**config.mk**
```make
export PLATFORM = sky130hd
export DESIGN_NAME = trig_scan_seq
export DESIGN_NICKNAME = d
export VERILOG_FILES = /design/src/rtl/tss_pkg.sv /design/src/rtl/tss_trig_sync.sv /design/src/rtl/tss_chan_ctr.sv /design/src/rtl/trig_scan_seq.sv
export SDC_FILE = /design/constraint.sdc
export NUM_CORES = 1
export LEC_CHECK = 0
export BUFFER_PORTS_ARGS = -buffer_cell sky130_fd_sc_hd__buf_4
export CELL_PAD_IN_SITES_DETAIL_PLACEMENT = 0
export CELL_PAD_IN_SITES_GLOBAL_PLACEMENT = 1
export CORE_MARGIN = 1
export CORE_UTILIZATION = 25
export DETAILED_ROUTE_END_ITERATION = 10
export PLACE_DENSITY_LB_ADDON = 0.08
export SYNTH_ARGS = -nofsm -noshare
export SYNTH_HDL_FRONTEND = slang
export SYNTH_HIERARCHICAL = 1
export SYNTH_SLANG_ARGS = --single-unit
```
**constraint.sdc**
```tcl
create_clock -name clk -period 1.7 [get_ports clk]
set_input_delay 0.34 -clock clk [delete_from_list [all_inputs] [get_ports clk]]
set_output_delay 0.34 -clock clk [all_outputs]
set_load 0.1 [all_outputs]
```
**src/rtl/tss_pkg.sv**
```systemverilog
package tss_pkg;
    typedef enum logic [1:0] {
        ST_IDLE  = 2'd0,
        ST_CONV0 = 2'd1,
        ST_WAIT2 = 2'd2,
        ST_SWEEP = 2'd3
    } seq_state_t;
endpackage

```
**src/rtl/tss_trig_sync.sv**
```systemverilog
module tss_trig_sync #(
    parameter int STAGES = 2
) (
    input  logic clk,
    input  logic rst_n,
    input  logic pin_n,
    output logic fall_stb
);
    logic [STAGES-1:0] sync_q;
    logic              prev_q;

    always_ff @(posedge clk or negedge rst_n) begin
        if (!rst_n) begin
            sync_q <= '1;
            prev_q <= 1'b1;
        end else begin
            sync_q <= {sync_q[STAGES-2:0], pin_n};
            prev_q <= sync_q[STAGES-1];
        end
    end

    assign fall_stb = prev_q & ~sync_q[STAGES-1];


    stb_single_chk: assert property (@(posedge clk) disable iff (!rst_n)
        fall_stb |=> !fall_stb);
endmodule

```
**src/rtl/tss_chan_ctr.sv**
```systemverilog
module tss_chan_ctr #(
    parameter int NCH  = 8,
    parameter int SELW = 2
) (
    input  logic                     clk,
    input  logic                     rst_n,
    input  logic                     clr,
    input  logic                     ld_one,
    input  logic                     inc,
    input  logic [SELW-1:0]          grp_sel,
    output logic [$clog2(NCH)-1:0]   chan,
    output logic                     is_last
);
    localparam int CW   = $clog2(NCH);
    localparam int STEP = NCH >> SELW;

    logic [SELW-1:0] grp_q;
    logic [CW-1:0]   chan_q;
    logic [CW-1:0]   last_idx;

    always_ff @(posedge clk or negedge rst_n) begin
        if (!rst_n) begin
            grp_q  <= '0;
            chan_q <= '0;
        end else if (clr) begin
            grp_q  <= grp_sel;
            chan_q <= '0;
        end else if (ld_one) begin
            chan_q <= CW'(1);
        end else if (inc) begin
            chan_q <= chan_q + 1'b1;
        end
    end

    always_comb begin
        last_idx = CW'((int'(grp_q) + 1) * STEP - 1);
    end

    assign chan    = chan_q;
    assign is_last = (chan_q == last_idx);


    no_step_past_end_chk: assert property (@(posedge clk) disable iff (!rst_n)
        inc |-> !is_last);
endmodule

```
**src/rtl/trig_scan_seq.sv**
```systemverilog
module trig_scan_seq
    import tss_pkg::*;
#(
    parameter int NCH  = 8,
    parameter int SELW = 2
) (
    input  logic                   clk,
    input  logic                   rst_n,
    input  logic                   trig_n,
    input  logic                   run_en,
    input  logic [SELW-1:0]        grp_sel,
    input  logic                   conv_done,
    output logic                   conv_start,
    output logic [$clog2(NCH)-1:0] conv_chan,
    output logic [NCH-1:0]         res_we,
    output logic                   busy,
    output logic                   sweep_irq
);
    localparam int CW = $clog2(NCH);

    seq_state_t    state_q, state_d;
    logic          trig_fall;
    logic          ctr_clr, ctr_ld1, ctr_inc;
    logic          start_d, irq_d;
    logic          start_q, irq_q;
    logic [CW-1:0] chan;
    logic          is_last;

    tss_trig_sync #(.STAGES(2)) u_sync (
        .clk      (clk),
        .rst_n    (rst_n),
        .pin_n    (trig_n),
        .fall_stb (trig_fall)
    );

    tss_chan_ctr #(.NCH(NCH), .SELW(SELW)) u_ctr (
        .clk     (clk),
        .rst_n   (rst_n),
        .clr     (ctr_clr),
        .ld_one  (ctr_ld1),
        .inc     (ctr_inc),
        .grp_sel (grp_sel),
        .chan    (chan),
        .is_last (is_last)
    );

    // next state and sequencing controls
    always_comb begin
        state_d = state_q;
        ctr_clr = 1'b0;
        ctr_ld1 = 1'b0;
        ctr_inc = 1'b0;
        start_d = 1'b0;
        irq_d   = 1'b0;
        if (!run_en) begin
            state_d = ST_IDLE;
        end else begin
            unique case (state_q)
                ST_IDLE: begin
                    if (trig_fall) begin
                        state_d = ST_CONV0;
                        ctr_clr = 1'b1;
                        start_d = 1'b1;
                    end
                end
                ST_CONV0: begin
                    if (conv_done) state_d = ST_WAIT2;
                end
                ST_WAIT2: begin
                    if (trig_fall) begin
                        state_d = ST_SWEEP;
                        ctr_ld1 = 1'b1;
                        start_d = 1'b1;
                    end
                end
                ST_SWEEP: begin
                    if (conv_done) begin
                        if (is_last) begin
                            state_d = ST_IDLE;
                            irq_d   = 1'b1;
                        end else begin
                            ctr_inc = 1'b1;
                            start_d = 1'b1;
                        end
                    end
                end
            endcase
        end
    end

    // state register
    always_ff @(posedge clk or negedge rst_n) begin
        if (!rst_n) state_q <= ST_IDLE;
        else        state_q <= state_d;
    end

    // registered outputs
    always_ff @(posedge clk or negedge rst_n) begin
        if (!rst_n) begin
            start_q <= 1'b0;
            irq_q   <= 1'b0;
        end else begin
            start_q <= start_d;
            irq_q   <= irq_d;
        end
    end

    assign busy       = (state_q == ST_CONV0) || (state_q == ST_SWEEP);
    assign conv_start = start_q;
    assign conv_chan  = chan;
    assign sweep_irq  = irq_q;

    always_comb begin
        res_we = '0;
        if (busy && conv_done) res_we[chan] = 1'b1;
    end


    ch0_start_chk: assert property (@(posedge clk) disable iff (!rst_n)
        conv_start && state_q == ST_CONV0 |-> conv_chan == '0);

    sweep_start_chk: assert property (@(posedge clk) disable iff (!rst_n)
        conv_start && state_q == ST_SWEEP |-> conv_chan != '0);

    irq_pulse_chk: assert property (@(posedge clk) disable iff (!rst_n)
        sweep_irq |=> !sweep_irq);

    irq_idle_chk: assert property (@(posedge clk) disable iff (!rst_n)
        sweep_irq |-> !busy);

    we_onehot_chk: assert property (@(posedge clk) disable iff (!rst_n)
        $onehot0(res_we));

    halt_chk: assert property (@(posedge clk) disable iff (!rst_n)
        !run_en |=> !busy && !conv_start);
endmodule

```
==> results.md, run 1 <==
* Outcome: complete, but fails checks
* Failing checks: negative setup slack
* CP Launch Type: flop
* Dominant synthesized flop cell: dfrtp_1
* Worst Hold Depth at 1
* Int Pwr at slightly below 0.9 mW
* Htree depth at 1
* Relative slew margins at approximately four fifths
* Part of the power in combinational logic at 59.4%
* Setup violators final at 9
* Layout area overhead at 79.8%
* Placeable Area at about 2500 um2
* Async S/R FF share, synth at 100%
* Post-DP HPWL at ~1.2 mm
* F_max at about 0.49 GHz
* Clk buf depth at 2
* Post-synth EDFFs at 0
* Synthesized flop and latch total at 12
* CTS Sinks at 12
* Hold worst-path end: u_sync/sync_q[0]$_DFF_PN1_
* Post-synth cell types at 23
* Register-to-register setup slack at roughly 0.12 ns
* Fin crit share at 120%
* CTS Root Cell: clkbuf_4
* PwrDens at 1250 nW/um2
* Total Wirelength at about 1.6 mm
* Die height at between 50 and 60 um
* Number of fill cells at between 200 and 250
* IR drop worst, VDD at approximately 1.2 mV
* Tmin final at slightly above 2 ns
* Net Switching at 0.659 mW
* Clock latency at the later pin of the worst-skew pair at 0.27 ns
* Yosys synthesis warning count at 6
* Dpl cells at 128
* Met2 routed WL at ~900 um
* GP Congestion at 0.691
* Final Hold Vio Count at 0
* Largest net degree at the start of global routing at 13
* Share of cells above drive strength 1 at 60.6%
* Final antenna-violating net count at 0
* Crit path DAT at ~1.7 ns
* Routed wl met3 at around 43 um
* Mapped Avg Cell Area at approximately 10 um2
* I/O pin cnt at 21
* Initial Utilization at 27.2%
* Synth area leaders: dfrtp_1 (32%), dfstp_2 (11%), ha_1 (11%), nor2_1 (4.9%), mux2i_1 (4.3%)
* Worst endpoint required time at about 1.4 ns
* Cell count after synthesis at 67
* Setup TNS at -2.39 ns
* Slew Viols, Final at 0
* First-pass GRT wire length at 2.73 mm
* # diodes at 0
* Worst Path Max Fanout at 3
* Worst setup EP type: primary output
* Critical path type: reg2out
* Top Metal Used: met4
* Switching Share at a little over two fifths
* Top-area cell type share of the netlist area at between 30% and 40%
* DRT met1 WL at between 600 and 700 um
* HP Class: in2reg
* Vias in the first global route at 633
* Fin Clk Skew at about 0.0014 ns
* Final Instance Area at approximately 1200 um2
* Seq/Total Area, Yosys at ~44%
* Hold path startpoint: trig_n
* Synth top cells by count: dfrtp_1 (9), nor2_1 (9), ha_1 (6), nand2_1 (6), inv_1 (4)
* CTS Buf Count at 3
* Max Cap Viol at 0
* # rows at 18
* FF-to-FF path depth at 5
* DRT Pass-1 Iters at 4
* RSZ-0062 raised after global routing: yes
* Reg-to-Reg End: u_ctr/grp_q[1]$_DFFE_PN0P_
* Clock transition at path regs at 0.08 ns
* Drt initial violations at 4
* Leak at around 0.53 nW
* Final worst setup slack at -0.335 ns
* Per-cell routed wire length at around 12 um
* Gr usage total at between 10% and 20%
* Final Hold Slack at approximately 0.17 ns
* Post-Syn Area at 693 um2
* DRC at 0
* Vias per cell at around 4.5
* Antenna violations before repair at 0
* Cell taking the most area after synthesis: dfrtp_1
* Synth Net Count at 80
* Vias post-DR at 599
* Port buffer count at 20
* Proportion of power drawn by the clock network at 14.8%
* Worst Tran Pin Value at between 0.2 and 0.3 ns
* CTS tree: yes
* Reg power frac at approximately a quarter
* Post-DP Area at ~1100 um2
* Die area at between 2000 and 3000 um2
* Final Net Count at about 120
* Grt total ovfl at 0
* Fin cells at approximately 130
* Worst reg2reg path startpoint: state_q[0]$_DFFE_PN0P_
* Die extent in x at approximately 55 um
layout make-up:
type                       instances  area (um2)  share of cell area (%)
tap                               30        37.5                    3.01
multi-input combinational         51         475                    38.2
sequential                        12         314                    25.2
timing repair buffer              33         364                    29.2
clock buffer                       4        36.3                    2.91
inverter                           4        18.8                    1.51
power by group through the flow:
stage / Combinational (mW) / Clock (mW) / Sequential, mW
6_report: 0.922 / 0.230 / 0.401
2_1_floorplan: 0.481 / 0 / 0.464
3_3_place_gp: 0.802 / 0 / 0.392
4_1_cts: 0.921 / 0.242 / 0.398
3_5_place_dp: 0.800 / 0 / 0.395
5_1_grt: 0.989 / 0.256 / 0.411
what timing repair did:
item / in CTS / in global routing
pin swaps: 4 / 1
hold buffers: 1 / 0
buffers inserted: 2 / 0
endpoints found under the setup margin: 9 / 10
gates resized for setup: 30 / 2
hold endpoints to repair: 9 / 0
flip-flops by register name (all words and copies together) (netlist names):
register	count
u_sync/prev_q	1
conv_start	1
sweep_irq	1
u_ctr/grp_q	2
state_q	2
u_ctr/chan	3
u_sync/sync_q	2
how the worst max path moves through the flow:
stage	from	endpoint	cells past startpoint
after floorplan	state_q[1]$_DFFE_PN0P_	res_we[0]	6
after global placement	state_q[1]$_DFFE_PN0P_	res_we[4]	8
after detailed placement	state_q[1]$_DFFE_PN0P_	res_we[4]	8
after CTS	state_q[1]$_DFFE_PN0P_	res_we[2]	8
after global routing	state_q[1]$_DFFE_PN0P_	res_we[2]	8
final	state_q[1]$_DFFE_PN0P_	res_we[2]	8
metrics by stage:
step	setup slack [ns]	utilization (%)	total power, mW
finish	-0.335	49.0	1.55
global placement	-0.151	41.8	1.19
floorplan	-0.928	-	0.945
CTS	-0.342	48.7	1.56
detailed placement	-0.147	41.8	1.19
global route	-0.438	49.0	1.66
placed cells by master (no fill, tap or decap), types with 2 or more instances in the layout:
master    instances
nor2_1            2
dfrtp_2           2
buf_8             3
and3_1            3
xnor2_1           3
nor2_4            7
nand2b_1          3
buf_12            7
clkbuf_4          3
buf_4            21
inv_1             2
dfstp_2           3
ha_1              4
mux2_2            2
nand2_1           6
mux2i_1           3
a21oi_1           2
dfrtp_1           5
nor3_4            2
nand3b_1          2
dfrtp_4           2
o21ai_0           2
critical path: stages (launching register included):
cell,delay [ns]
dfrtp_1,0.40
inv_2,0.07
ha_4,0.17
nor2_4,0.13
clkinvlp_4,0.10
nand3b_1,0.19
buf_4,0.16
nor2_4,0.03
buf_12,0.16
logic make-up after synthesis:
| family | share of synthesized area, % |
|---|---|
| fa+ha+maj | 10.8 |
| compound gates | 7.22 |
| buf+inv | 2.17 |
| simple gates | 24.5 |
| mux | 7.58 |
| flops | 43.9 |
| xor+xnor | 3.79 |
routing by layer:
| layer | GRT usage, % | vias up |
|---|---|---|
| met5 | 0 | - |
| met4 | 6.41 | 0 |
| met3 | 1.67 | 2 |
| met2 | 24.5 | 15 |
| met1 | 14.7 | 282 |
| li1 | - | 300 |
No activity file was read; power rests on OpenSTA's default activity.
==> run 2, diff against run 1 <==
--- a/config.mk
+++ b/config.mk
@@ -5,6 +5,7 @@
 export SDC_FILE = /design/constraint.sdc
 export NUM_CORES = 1
 export LEC_CHECK = 0
+export ABC_AREA = 1
 export BUFFER_PORTS_ARGS = -buffer_cell sky130_fd_sc_hd__buf_4
 export CELL_PAD_IN_SITES_DETAIL_PLACEMENT = 0
 export CELL_PAD_IN_SITES_GLOBAL_PLACEMENT = 1
==> run 2 against run 1 <==
  * The run still ends with negative setup slack left
  * Global-route usage is 1.0 points lower
  * Via count up 22%
  * Count of clock-buffer cells in the layout stayed put
  * Die area is 7.3% higher
  * Setup slack better by 0.093 ns
==> results.md, run 2 <==
* Outcome: complete, but fails checks (unchanged)
* Failing checks: negative setup slack (unchanged)
* Final worst setup slack at -0.243 ns (was -0.335 ns)
* Busiest grt layer: met2 (unchanged)
* Slew Viols, Final at 0 (unchanged)
* IR drop worst, VDD at 1.11 mV (was 1.16 mV)
* Crit path DAT at 1.60 ns (was 1.70 ns)
* Final antenna-violating net count at 0 (unchanged)
* Vias in the first global route at 688 (was 633)
* Fin Clk Skew at 0.00369 ns (was 0.00141 ns)
* Critical path type: reg2out (unchanged)
* HP Class: in2reg (unchanged)
* CTS tree: yes (unchanged)
* First-pass GRT wire length at 3.06 mm (was 2.73 mm)
* CP Launch Type: flop (unchanged)
* Synth Net Count at 117 (was 80)
* Part of the power in combinational logic at 66.5% (was 59.4%)
* Post-Syn Area at 746 um2 (was 693 um2)
* Clock latency at the later pin of the worst-skew pair at 0.27 ns (about the same)
* I/O pin cnt at 21 (unchanged)
* Post-synth cell types at 13 (was 23)
* Final Hold Vio Count at 0 (unchanged)
* Leak at 0.579 nW (was 0.529 nW)
* Number of fill cells at 285 (was 244)
* Relative slew margins at 81.2% (was 81.5%)
* Antenna violations before repair at 0 (unchanged)
* GRT met1 Usage at 15.5% (was 14.7%)
* Grt met3 use at 4.61% (was 1.67%)
* Total Wirelength at 1.75 mm (was 1.62 mm)
* Fin crit share at 114% (was 120%)
* Worst Tran Pin Value at 0.281 ns (was 0.279 ns)
* Proportion of power drawn by the clock network at 9.6% (was 14.8%)
* # rows at 19 (was 18)
* Initial Utilization at 26.8% (was 27.2%)
* Cell taking the most area after synthesis: dfrtp_1 (unchanged)
* Worst Path Max Fanout at 4 (was 3)
* Worst endpoint required time at 1.36 ns (about the same)
* Synthesized flop and latch total at 12 (unchanged)
* Seq/Total Area, Yosys at 40.8% (was 43.9%)
* PwrDens at 1600 nW/um2 (was 1250 nW/um2)
* Max reg flops at 3 (unchanged)
* DRT Pass-1 Iters at 4 (unchanged)
* Setup violators final at 8 (was 9)
* Commonest cells after routing, fill and taps aside: nand2_1 (24), buf_4 (17), inv_1 (15) (was buf_4 (21), nor2_4 (7), buf_12 (7))
* Total power at 1.95 mW (was 1.55 mW)
* Vias post-DR at 732 (was 599)
* Die area at 3210 um2 (was 2990 um2)
* Final Net Count at 148 (was 118)
* Mapped Avg Cell Area at 7.17 um2 (was 10.3 um2)
* Die height at 56.6 um (was 54.7 um)
* CTS Sinks at 12 (unchanged)
* Post-DP HPWL at 1.37 mm (was 1.25 mm)
* Drt initial violations at 37 (was 4)
* Synth area leaders: dfrtp_1 (30%), nand2_1 (13%), dfstp_2 (11%), ha_1 (10%), inv_1 (9.1%) (was dfrtp_1 (32%), dfstp_2 (11%), ha_1 (11%), nor2_1 (4.9%), mux2i_1 (4.3%))
* Post-synth EDFFs at 0 (unchanged)
* Yosys synthesis warning count at 6 (unchanged)
* Tmin final at 1.94 ns (was 2.04 ns)
* DP Worst Slack at -0.0282 ns (was -0.147 ns)
* Dpl cells at 160 (was 128)
* Placeable Area at 2780 um2 (was 2540 um2)
* CTS Buf Count at 3 (unchanged)
* Synth top cells by count: nand2_1 (26), inv_1 (18), nor2_1 (17) (was dfrtp_1 (9), nor2_1 (9), ha_1 (6), nand2_1 (6), inv_1 (4))
* Switching Share at 54.4% (was 42.5%)
* Gr usage total at 12.3% (was 13.3%)
* Int Pwr at 0.890 mW (was 0.894 mW)
* Top-count cell post-synth: nand2_1
* Layout area overhead at 63.9% (was 79.8%)
* Per-cell routed wire length at 10.6 um (was 12.1 um)
* Top-area cell type share of the netlist area at 30.2% (was 32.5%)
* Final Instance Area at 1220 um2 (was 1250 um2)
* # diodes at 0 (unchanged)
* Grt met2 use at 20.2% (was 24.5%)
* Final core utilization at 43.9% (was 49.0%)
* Post-DP Area at 1060 um2 (about the same)
* Fin cells at 165 (was 134)
* Largest net degree at the start of global routing at 13 (unchanged)
* Grt total ovfl at 0 (unchanged)
* Dominant synthesized flop cell: dfrtp_1 (unchanged)
* Die extent in x at 56.6 um (was 54.7 um)
* Vias per cell at 4.44 (was 4.47)
* Clk buf depth at 2 (unchanged)
* Share of cells above drive strength 1 at 40.3% (was 60.6%)
* Max Cap Viol at 0 (unchanged)
* Clock transition at path regs at 0.07 ns (was 0.08 ns)
* Net Switching at 1.06 mW (was 0.659 mW)
* GP Congestion at 0.763 (was 0.691)
* Htree depth at 1 (unchanged)
* Async S/R FF share, synth at 100% (unchanged)
* Cell count after synthesis at 104 (was 67)
* Worst setup EP type: primary output (unchanged)
* CTS Root Cell: clkbuf_4 (unchanged)
* Port buffer count at 20 (unchanged)
* Reg power frac at 23.9% (was 25.8%)
* F_max at 0.515 GHz (was 0.491 GHz)
* DRC at 0 (unchanged)
* RSZ-0062 raised after global routing: yes (unchanged)
* Commonest non-fill, non-tap cell in the layout: nand2_1 (was buf_4)
[run 2: path summary, 6_finish.rpt]
kind | depth (start not counted) | start | to | slack [ns]
max in group asynchronous | 2 | rst_n | u_sync/sync_q[0]$_DFF_PN1_ | 1.02
setup / recovery | 6 | state_q[0]$_DFFE_PN0P_ | res_we[6] | -0.24
hold / removal | 1 | trig_n | u_sync/sync_q[0]$_DFF_PN1_ | 0.17
setup reg to reg | 10 | state_q[0]$_DFFE_PN0P_ | u_ctr/chan[0]$_DFFE_PN0P_ | 0.14
min in group asynchronous | 2 | rst_n | u_ctr/chan[1]$_DFFE_PN0P_ | 0.44
hold reg to reg | 0 | u_sync/sync_q[0]$_DFF_PN1_ | u_sync/sync_q[1]$_DFF_PN1_ | 0.36
[run 2: per-stage QoR]
| step | hold WS (ns) | setup TNS, ns |
|---|---|---|
| final | 0.172 | -1.82 |
| after global routing | 0.152 | -2.44 |
| after CTS | 0.157 | -1.85 |
| after detailed placement | 0.194 | -0.0913 |
| after global placement | 0.195 | -0.0111 |
| after floorplan | 0.0444 | -1.14 |
[run 2: cells by family after synthesis]
family / synth area share [%]
buf+inv: 10.6
compound gates: 6.38
flops: 40.8
fa+ha+maj: 10.1
simple gates: 32.2
[run 2: power groups by stage]
stage	registers [mW]	logic (mW)	clock network, mW
CTS	0.467	1.29	0.201
finish	0.466	1.30	0.187
detailed placement	0.465	1.19	0
floorplan	0.659	0.695	0
global route	0.480	1.40	0.212
global placement	0.462	1.18	0
[run 2: final cells by class]
type / count / area [um2] / area share [%]
multi-input cells: 73 / 464 / 38.0
repair buffers: 27 / 318 / 26.0
inverters: 18 / 67.6 / 5.53
flip-flops and latches: 12 / 308 / 25.2
well taps: 31 / 38.8 / 3.17
clock buffers: 4 / 26.3 / 2.15
[run 2: critical path, cell delays in order (launching register included)]
cell,delay (ns)
dfrtp_1,0.43
ha_2,0.22
inv_2,0.05
a21oi_4,0.18
nand2_4,0.13
nor2_4,0.14
buf_12,0.18
[run 2: timing repair]
action,in CTS,in global routing
pin swaps,8,2
buffers inserted,0,0
gates resized for setup,30,1
endpoints found under the setup margin,9,9
endpoints found under the hold margin,9,0
hold buffers,1,0
[run 2: per-layer routing]
| metal | up-vias | routed length (um) |
|---|---|---|
| met2 | 17 | 868 |
| met3 | 0 | 80 |
| met5 | - | 0 |
| li1 | 379 | - |
| met1 | 336 | 804 |
| met4 | 0 | 0 |
